File: config.mk
export PLATFORM = sky130hd
export DESIGN_NAME = sleep_mode_ctl
export DESIGN_NICKNAME = d
export VERILOG_FILES = /design/src/rtl/sleep_ctl_pkg.sv /design/src/rtl/sleep_wake_path.sv /design/src/rtl/sleep_ctl_fsm.sv /design/src/rtl/sleep_mode_ctl.sv
export SDC_FILE = /design/constraint.sdc
export NUM_CORES = 1
export LEC_CHECK = 0
export CORE_AREA = 2 2 39 41
export CTS_CLUSTER_SIZE = 12
export DETAILED_ROUTE_END_ITERATION = 12
export DIE_AREA = 0 0 41 43
export DONT_BUFFER_PORTS = 1
export PLACE_DENSITY = 0.52
export REMOVE_ABC_BUFFERS = 1
export SYNTH_ARGS = -nofsm -noshare
export SYNTH_HDL_FRONTEND = slang
export SYNTH_SLANG_ARGS = --single-unit
File: constraint.sdc
create_clock -name clk -period 1.3 [get_ports clk]
set_input_delay 0.195 -clock clk [delete_from_list [all_inputs] [get_ports clk]]
set_output_delay 0.195 -clock clk [all_outputs]
set_load 0.02 [all_outputs]
File: src/rtl/sleep_ctl_pkg.sv
package sleep_ctl_pkg;

  typedef enum logic [1:0] {
    CAUSE_NONE   = 2'b00,
    CAUSE_INTR   = 2'b01,
    CAUSE_BUSERR = 2'b10,
    CAUSE_RESET  = 2'b11
  } wake_cause_e;

  typedef enum logic {
    ST_AWAKE = 1'b0,
    ST_SLEEP = 1'b1
  } sleep_state_e;

  // strobes from control to datapath
  typedef struct packed {
    logic enterSleep;
    logic fireWake;
    logic fireStandby;
  } ctl_strobe_t;

endpackage

File: src/rtl/sleep_wake_path.sv
module sleep_wake_path
  import sleep_ctl_pkg::*;
#(
  parameter int PRIO_W = 4
) (
  input  logic              clk,
  input  logic              rstN,
  input  logic              nmiReq,
  input  logic              dbgReq,
  input  logic              irqReq,
  input  logic              pinReq,
  input  logic              perReq,
  input  logic              perEnable,
  input  logic [PRIO_W-1:0] reqPriority,
  input  logic [PRIO_W-1:0] maskLevel,
  input  logic              busError,
  input  logic              manualReset,
  input  ctl_strobe_t       ctl,
  output logic              wakeHit,
  output logic              wakePulse,
  output logic [1:0]        wakeCause,
  output logic              standbyReq
);

  localparam int EXT_W = PRIO_W + 1;
  localparam int SRC_N = 4;
  localparam logic [EXT_W-1:0] NMI_LEVEL = EXT_W'(1) << PRIO_W;

  logic [SRC_N-1:0] srcVec;
  logic             anyMaskable;
  logic [EXT_W-1:0] effPriority;
  logic [EXT_W-1:0] effMask;
  logic             intAccept;
  wake_cause_e      causeNext;
  wake_cause_e      causeReg;

  // peripheral request counts only when its module enables it
  assign srcVec      = {dbgReq, irqReq, pinReq, perReq & perEnable};
  assign anyMaskable = |srcVec;

  assign effPriority = nmiReq ? NMI_LEVEL : {1'b0, reqPriority};
  assign effMask     = {1'b0, maskLevel};
  assign intAccept   = (nmiReq | anyMaskable) && (effPriority > effMask);

  // fixed ranking: reset, bus error, interrupt
  always_comb begin
    if (manualReset)    causeNext = CAUSE_RESET;
    else if (busError)  causeNext = CAUSE_BUSERR;
    else if (intAccept) causeNext = CAUSE_INTR;
    else                causeNext = CAUSE_NONE;
  end

  assign wakeHit = (causeNext != CAUSE_NONE);

  always_ff @(posedge clk or negedge rstN) begin
    if (!rstN) begin
      wakePulse  <= 1'b0;
      standbyReq <= 1'b0;
      causeReg   <= CAUSE_NONE;
    end else begin
      wakePulse  <= ctl.fireWake;
      standbyReq <= ctl.fireStandby;
      if (ctl.fireWake) causeReg <= causeNext;
    end
  end

  assign wakeCause = causeReg;

endmodule

File: src/rtl/sleep_ctl_fsm.sv
module sleep_ctl_fsm
  import sleep_ctl_pkg::*;
(
  input  logic        clk,
  input  logic        rstN,
  input  logic        sleepStrobe,
  input  logic        standbySel,
  input  logic        manualReset,
  input  logic        wakeHit,
  output ctl_strobe_t ctl,
  output logic        asleep,
  output logic        clkRun
);

  sleep_state_e state;
  sleep_state_e stateNext;
  logic         awakeStrobe;

  assign awakeStrobe = (state == ST_AWAKE) && sleepStrobe && !manualReset;

  always_comb begin
    ctl.enterSleep  = awakeStrobe && !standbySel;
    ctl.fireStandby = awakeStrobe && standbySel;
    ctl.fireWake    = (state == ST_SLEEP) && wakeHit;
  end

  always_comb begin
    stateNext = state;
    unique case (state)
      ST_AWAKE: if (ctl.enterSleep) stateNext = ST_SLEEP;
      ST_SLEEP: if (ctl.fireWake)   stateNext = ST_AWAKE;
      default:                      stateNext = ST_AWAKE;
    endcase
  end

  always_ff @(posedge clk or negedge rstN) begin
    if (!rstN) begin
      state  <= ST_AWAKE;
      clkRun <= 1'b0;
    end else begin
      state  <= stateNext;
      clkRun <= 1'b1;
    end
  end

  assign asleep = (state == ST_SLEEP);

endmodule

File: src/rtl/sleep_mode_ctl.sv
module sleep_mode_ctl
  import sleep_ctl_pkg::*;
#(
  parameter int PRIO_W = 4
) (
  input  logic              clk,
  input  logic              rstN,
  input  logic              sleepStrobe,
  input  logic              standbySel,
  input  logic              nmiReq,
  input  logic              dbgReq,
  input  logic              irqReq,
  input  logic              pinReq,
  input  logic              perReq,
  input  logic              perEnable,
  input  logic [PRIO_W-1:0] reqPriority,
  input  logic [PRIO_W-1:0] maskLevel,
  input  logic              busError,
  input  logic              manualReset,
  output logic              cpuHalt,
  output logic              periphClkEn,
  output logic              clkOutEn,
  output logic              standbyReq,
  output logic              wakePulse,
  output logic [1:0]        wakeCause
);

  ctl_strobe_t ctl;
  logic        wakeHit;
  logic        asleep;
  logic        clkRun;

  sleep_ctl_fsm u_ctl (
    .clk         (clk),
    .rstN        (rstN),
    .sleepStrobe (sleepStrobe),
    .standbySel  (standbySel),
    .manualReset (manualReset),
    .wakeHit     (wakeHit),
    .ctl         (ctl),
    .asleep      (asleep),
    .clkRun      (clkRun)
  );

  sleep_wake_path #(.PRIO_W(PRIO_W)) u_path (
    .clk         (clk),
    .rstN        (rstN),
    .nmiReq      (nmiReq),
    .dbgReq      (dbgReq),
    .irqReq      (irqReq),
    .pinReq      (pinReq),
    .perReq      (perReq),
    .perEnable   (perEnable),
    .reqPriority (reqPriority),
    .maskLevel   (maskLevel),
    .busError    (busError),
    .manualReset (manualReset),
    .ctl         (ctl),
    .wakeHit     (wakeHit),
    .wakePulse   (wakePulse),
    .wakeCause   (wakeCause),
    .standbyReq  (standbyReq)
  );

  assign cpuHalt     = asleep;
  assign periphClkEn = clkRun;
  assign clkOutEn    = clkRun;

endmodule

==> results of run 1 <==
-- final cells by class --
type | instances | area [sq um]
fill | 151 | 945
multi-input combinational | 31 | 221
sequential | 6 | 150
clock buffer | 3 | 22.5
tap | 16 | 20.0
inverter | 4 | 15.0
timing repair buffer | 1 | 10.0
-- worst max-delay path: stages --
cell and delay [ns]:
and2b_1 0.15, ha_1 0.28, o21ai_0 0.15, a21oi_1 0.06
o31ai_2 0.30, a21boi_0 0.14
-- timing repair --
item	CTS	global route
hold endpoints to repair	6	0
gates resized for setup	1	1
gates cloned	0	0
endpoints found under the setup margin	1	2
hold buffers	1	0
-- path summary, 6_finish.rpt --
| kind | endpoint | slack [ns] | cells past startpoint |
|---|---|---|---|
| worst max-delay path | u_path.wakePulse | 0.12 | 6 |
| worst min-delay path | u_path.standbyReq | 0.02 | 1 |
| worst max register to register | u_ctl.asleep | 0.21 | 2 |
| worst min register to register | u_path.wakeCause[1] | 0.66 | 1 |
| max in group asynchronous | u_ctl.clkRun | 0.82 | 1 |
| min in group asynchronous | u_path.standbyReq | 0.26 | 1 |
-- flip-flops by register name, indices dropped and copies added (netlist names) --
| name | flops |
|---|---|
| u_ctl.asleep | 1 |
| u_ctl.clkRun | 1 |
| u_path.standbyReq | 1 |
| u_path.wakeCause | 2 |
| u_path.wakePulse | 1 |
-- layer usage --
layer | vias to the layer above | part of all wire | global-route usage
met5 | - | 0 | 0
met4 | 0 | 0 | 0.0800
met3 | 0 | 0.15 | 0.0314
met2 | 23 | 0.43 | 0.109
met1 | 131 | 0.42 | 0.103
li1 | 155 | - | -
-- cell usage in the layout, fill, tap and decap left out --
cell type and count:
a21boi_0 1, a21o_1 1, a21oi_1 2, a22oi_2 1
a31o_1 1, and2b_1 3, and4b_1 1, clkbuf_4 3
conb_1 1, dfrtp_1 6, dlygate4sd3_1 1, ha_1 4
inv_1 4, nand2_1 3, nand2b_1 2, nor2_1 3
nor3_1 1, nor4_1 1, nor4b_1 1, o21ai_0 3
o22ai_1 1, o31ai_2 1
-- cells by family after synthesis --
logic type | count (synthesis) | synth area share
buffers and inverters | 5 | 0.0586
other | 1 | 0.00976
AND/OR/NAND/NOR | 15 | 0.228
AO/OA/AOI/OAI | 11 | 0.182
adder cells (fa/ha/maj) | 4 | 0.130
flip-flops | 6 | 0.391
-- per-stage QoR --
stage | worst slack [ns] | instance area [sq um] | util | TNS, ns | instances
2_1_floorplan | -0.106 | 377 | - | -0.316 | 41
3_3_place_gp | -0.274 | 397 | 0.287 | -0.955 | 57
3_5_place_dp | -0.286 | 397 | 0.287 | -1.01 | 57
4_1_cts | 0.0739 | 434 | 0.314 | 0 | 61
5_1_grt | 0.0389 | 439 | 0.317 | 0 | 61
6_report | 0.118 | 439 | 0.317 | 0 | 61
-- where the power goes --
part / internal [uW] / leakage (uW) / switching (uW)
sequential: 207 / 0.0000740 / 46.1
clock: 104 / 0.0000138 / 62.5
combinational: 37.8 / 0.000125 / 35.0
==> flow_summary.toml, run 1 <==
[power]
ir_worst_vdd_mv = 0.243
p_per_area_nw_per_um2 = 1120
total_leakage_power_uw = 0.000213
total_power_uw = 493

[routing]
dr.pass1.iters = 3
drc = 0
vias_per_cell = 5.07
first_iter_violations = 3
wl_per_cell_microns = 11.3
vias = 309
routed_wl_microns = 687
ant_nets = 0

[synthesis]
ys_ff_latch = 6
synth_top_area_frac = 0.391
synthTopCellsByCount = "6 x dfrtp_1, 4 x ha_1, 4 x inv_1"
yosys_most_used_dff = "dfrtp_1"
netlist_area_sq_um = 384
async_flop_share = 1.00
synth_seq_area_share = 0.391
syn_inst = 42
ys_top_cells_by_area = "dfrtp_1 39%, ha_1 13%, and2b_1 5.9%"
synth_top_area_cell = "dfrtp_1"
ys_types = 21
syn_avg_cell_area_sq_um = 9.15
synth_edf_count = 0
ys_warn_count = 0
post-synth-top-count-cell = "dfrtp_1"

[grt]
grt_max_degree = 10
antenna_found_initial = 0
grt_pass1_wl_microns = 986
grt_usage = 0.0853
grt-ovfl-total = 0
grt_pass1_vias = 276

[timing]
min_period_ns = 1.18
final.period_utilization = 0.909
setup_viol = 0
rsz0062_at_grt = "no"
hold_viol = 0
final_max_slew_viol_count = 0
clock_skew_ns = 0.00516
max_freq_mhz = 846
hold_ws_ns = 0.0186

[clocking]
cts_root_buf = "clkbuf_4"
clock_latency_ns = 0.24
cts_tree = "yes"
clockBufferDepth = 2
post_cts_buffers = 0
cts_buffers = 3
cts.clk_slew.worst_paths_ns = 0.05
htreeDepth = 1
cts_sinks = 6

[worst_hold_path]
min_path_type = "input pin to flop"
min_from = "manualReset"

[setup_path]
reg2reg_from = "u_ctl.asleep"
critPathMaxFanout = 7
path_class = "input pin to flop"
worst_ep_required_time_ns = 1.40
setup.worst_path.end_class = "flop"
crit_arrival_ns = 1.28
start_kind = "input pin"
crit_start = "nmiReq"

[run]
cap_violations = 0

[placed_design]
place.gp.congestion = 0.624
hpwl_microns = 588
io_buffers = 0

[floorplan]
die_w_microns = 41
rows = 14
die_h_microns = 43
core-area_sq_um = 1380
boundaryPins = 27
start_util = 0.278
dieArea_sq_um = 1760

[outcome]
outcome = "completed"

[finish]
nNetsFinal = 71
drive_gt1_frac = 0.111
area_growth_pct = 14.3
antenna_cells = 0
Note: power is estimated with default switching activity, not from simulation.
==> run 2: changes to the inputs <==
==> constraint.sdc (replaced) <==
create_clock -name clk -period 1.3 [get_ports clk]
set_input_delay 0.195 -clock clk [delete_from_list [all_inputs] [get_ports clk]]
set_output_delay 0.195 -clock clk [all_outputs]
set_load 0.1 [all_outputs]
==> flow_summary.toml, run 2 (synthesis results as in run 1) <==
[timing]
setup_viol = 0
hold_viol = 0
rsz0062_at_grt = "no"
max_freq_mhz = 800
final_max_slew_viol_count = 0
min_period_ns = 1.25
clock_skew_ns = 0.00794
final.period_utilization = 0.961

[setup_path]
max_stage_delay_ns = 0.47
slowest_stage = "dfrtp_1"
crit_family = "flip-flops"
crit_start = "u_ctl.asleep"
setup.worst_path.end_class = "primary output"
crit_arrival_ns = 1.05
critPathMaxFanout = 9
crit_chain = "buf_4"
worstRegToRegCells = 2
path_depth = 1
start_kind = "flop"
worst_ep_required_time_ns = 1.11
cp_num_buf_inv = 1
path_class = "flop to primary output"
reg2reg_from = "u_ctl.asleep"

[clocking]
htreeDepth = 1
cts_sinks = 6
cts_tree = "yes"
cts_buffers = 3
clockBufferDepth = 2
clock_latency_ns = 0.24
cts_root_buf = "clkbuf_4"
cts.clk_slew.worst_paths_ns = 0.04
post_cts_buffers = 0

[worst_hold_path]
holdPathStages = 1
min_path_type = "input pin to flop"
min_from = "manualReset"

[run]
cap_violations = 0

[grt]
grt_pass1_vias = 327
grt-ovfl-total = 0
grt_pass1_wl_microns = 1190
grt_max_degree = 10
antenna_found_initial = 0
grt_usage = 0.101

[power]
p_per_area_nw_per_um2 = 1330
total_leakage_power_uw = 0.000248
ir_worst_vdd_mv = 0.304

[floorplan]
core-area_sq_um = 1380
start_util = 0.278
die_w_microns = 41
rows = 14
dieArea_sq_um = 1760
boundaryPins = 27
die_h_microns = 43

[routing]
wl_per_cell_microns = 12.0
dr.pass1.iters = 4
ant_nets = 0
vias_per_cell = 4.94
drc = 0
vias = 336
routed_wl_microns = 815
first_iter_violations = 5

[finish]
fin_area_sq_um = 514
final_util = 0.372
layout_common_cells = "5 x buf_4, 5 x dfrtp_1, 4 x inv_1"
antenna_cells = 0
nNetsFinal = 77
fin_cells = 68
largest_reg_flops = 2
drive_gt1_frac = 0.250
area_growth_pct = 33.9

[placed_design]
io_buffers = 0
place.gp.congestion = 0.609
dpl.cell_count = 63
placed_cell_area_sq_um = 455

[outcome]
outcome = "completed"
## run 2: path summary, 6_finish.rpt
| check | slack (ns) | endpoint |
|---|---|---|
| max | 0.05 | cpuHalt |
| max reg2reg | 0.26 | u_ctl.asleep |
| min reg2reg | 0.55 | u_path.wakeCause[1] |
| min in group asynchronous | 0.26 | u_path.wakeCause[1] |
| max in group asynchronous | 0.81 | u_ctl.clkRun |
| min | 0.02 | u_path.standbyReq |
## run 2: power breakdown
| part | leakage (uW) | total, uW | switching (uW) | internal [uW] |
|---|---|---|---|---|
| combinational | 0.000160 | 277 | 208 | 69.3 |
| clock | 0.0000150 | 182 | 66.2 | 116 |
| sequential | 0.0000730 | 224 | 16.8 | 208 |
## run 2: layout make-up
class | count | area [sq um]
well taps | 16 | 20.0
inverters | 4 | 15.0
fillers | 144 | 870
repair buffers | 7 | 67.6
flip-flops and latches | 6 | 151
multi-input cells | 31 | 234
clock buffers | 4 | 26.3
## run 2: what timing repair did
item	4_1_cts	5_1_grt
hold buffers	1	0
endpoints found under the hold margin	6	0
endpoints found under the setup margin	2	3
gates resized for setup	1	4
pin swaps	0	2
## run 2: routing by layer
metal,routed length [microns],global-route usage,vias up
met1,320,0.131,147
met4,0,0.0800,0
li1,-,-,166
met2,389,0.141,23
met5,0,0,-
met3,106,0.0157,0
## run 2: metrics by stage
step           total power, uW  hold slack (ns)  TNS [ns]  setup WS (ns)
6_report                   684           0.0228         0         0.0502
5_1_grt                    719           0.0214         0         0.0109
4_1_cts                    685           0.0183         0         0.0557
3_5_place_dp               489           -0.100    -0.877         -0.249
3_3_place_gp               490           -0.100    -0.777         -0.219
2_1_floorplan              437           -0.101     -1.31         -0.374
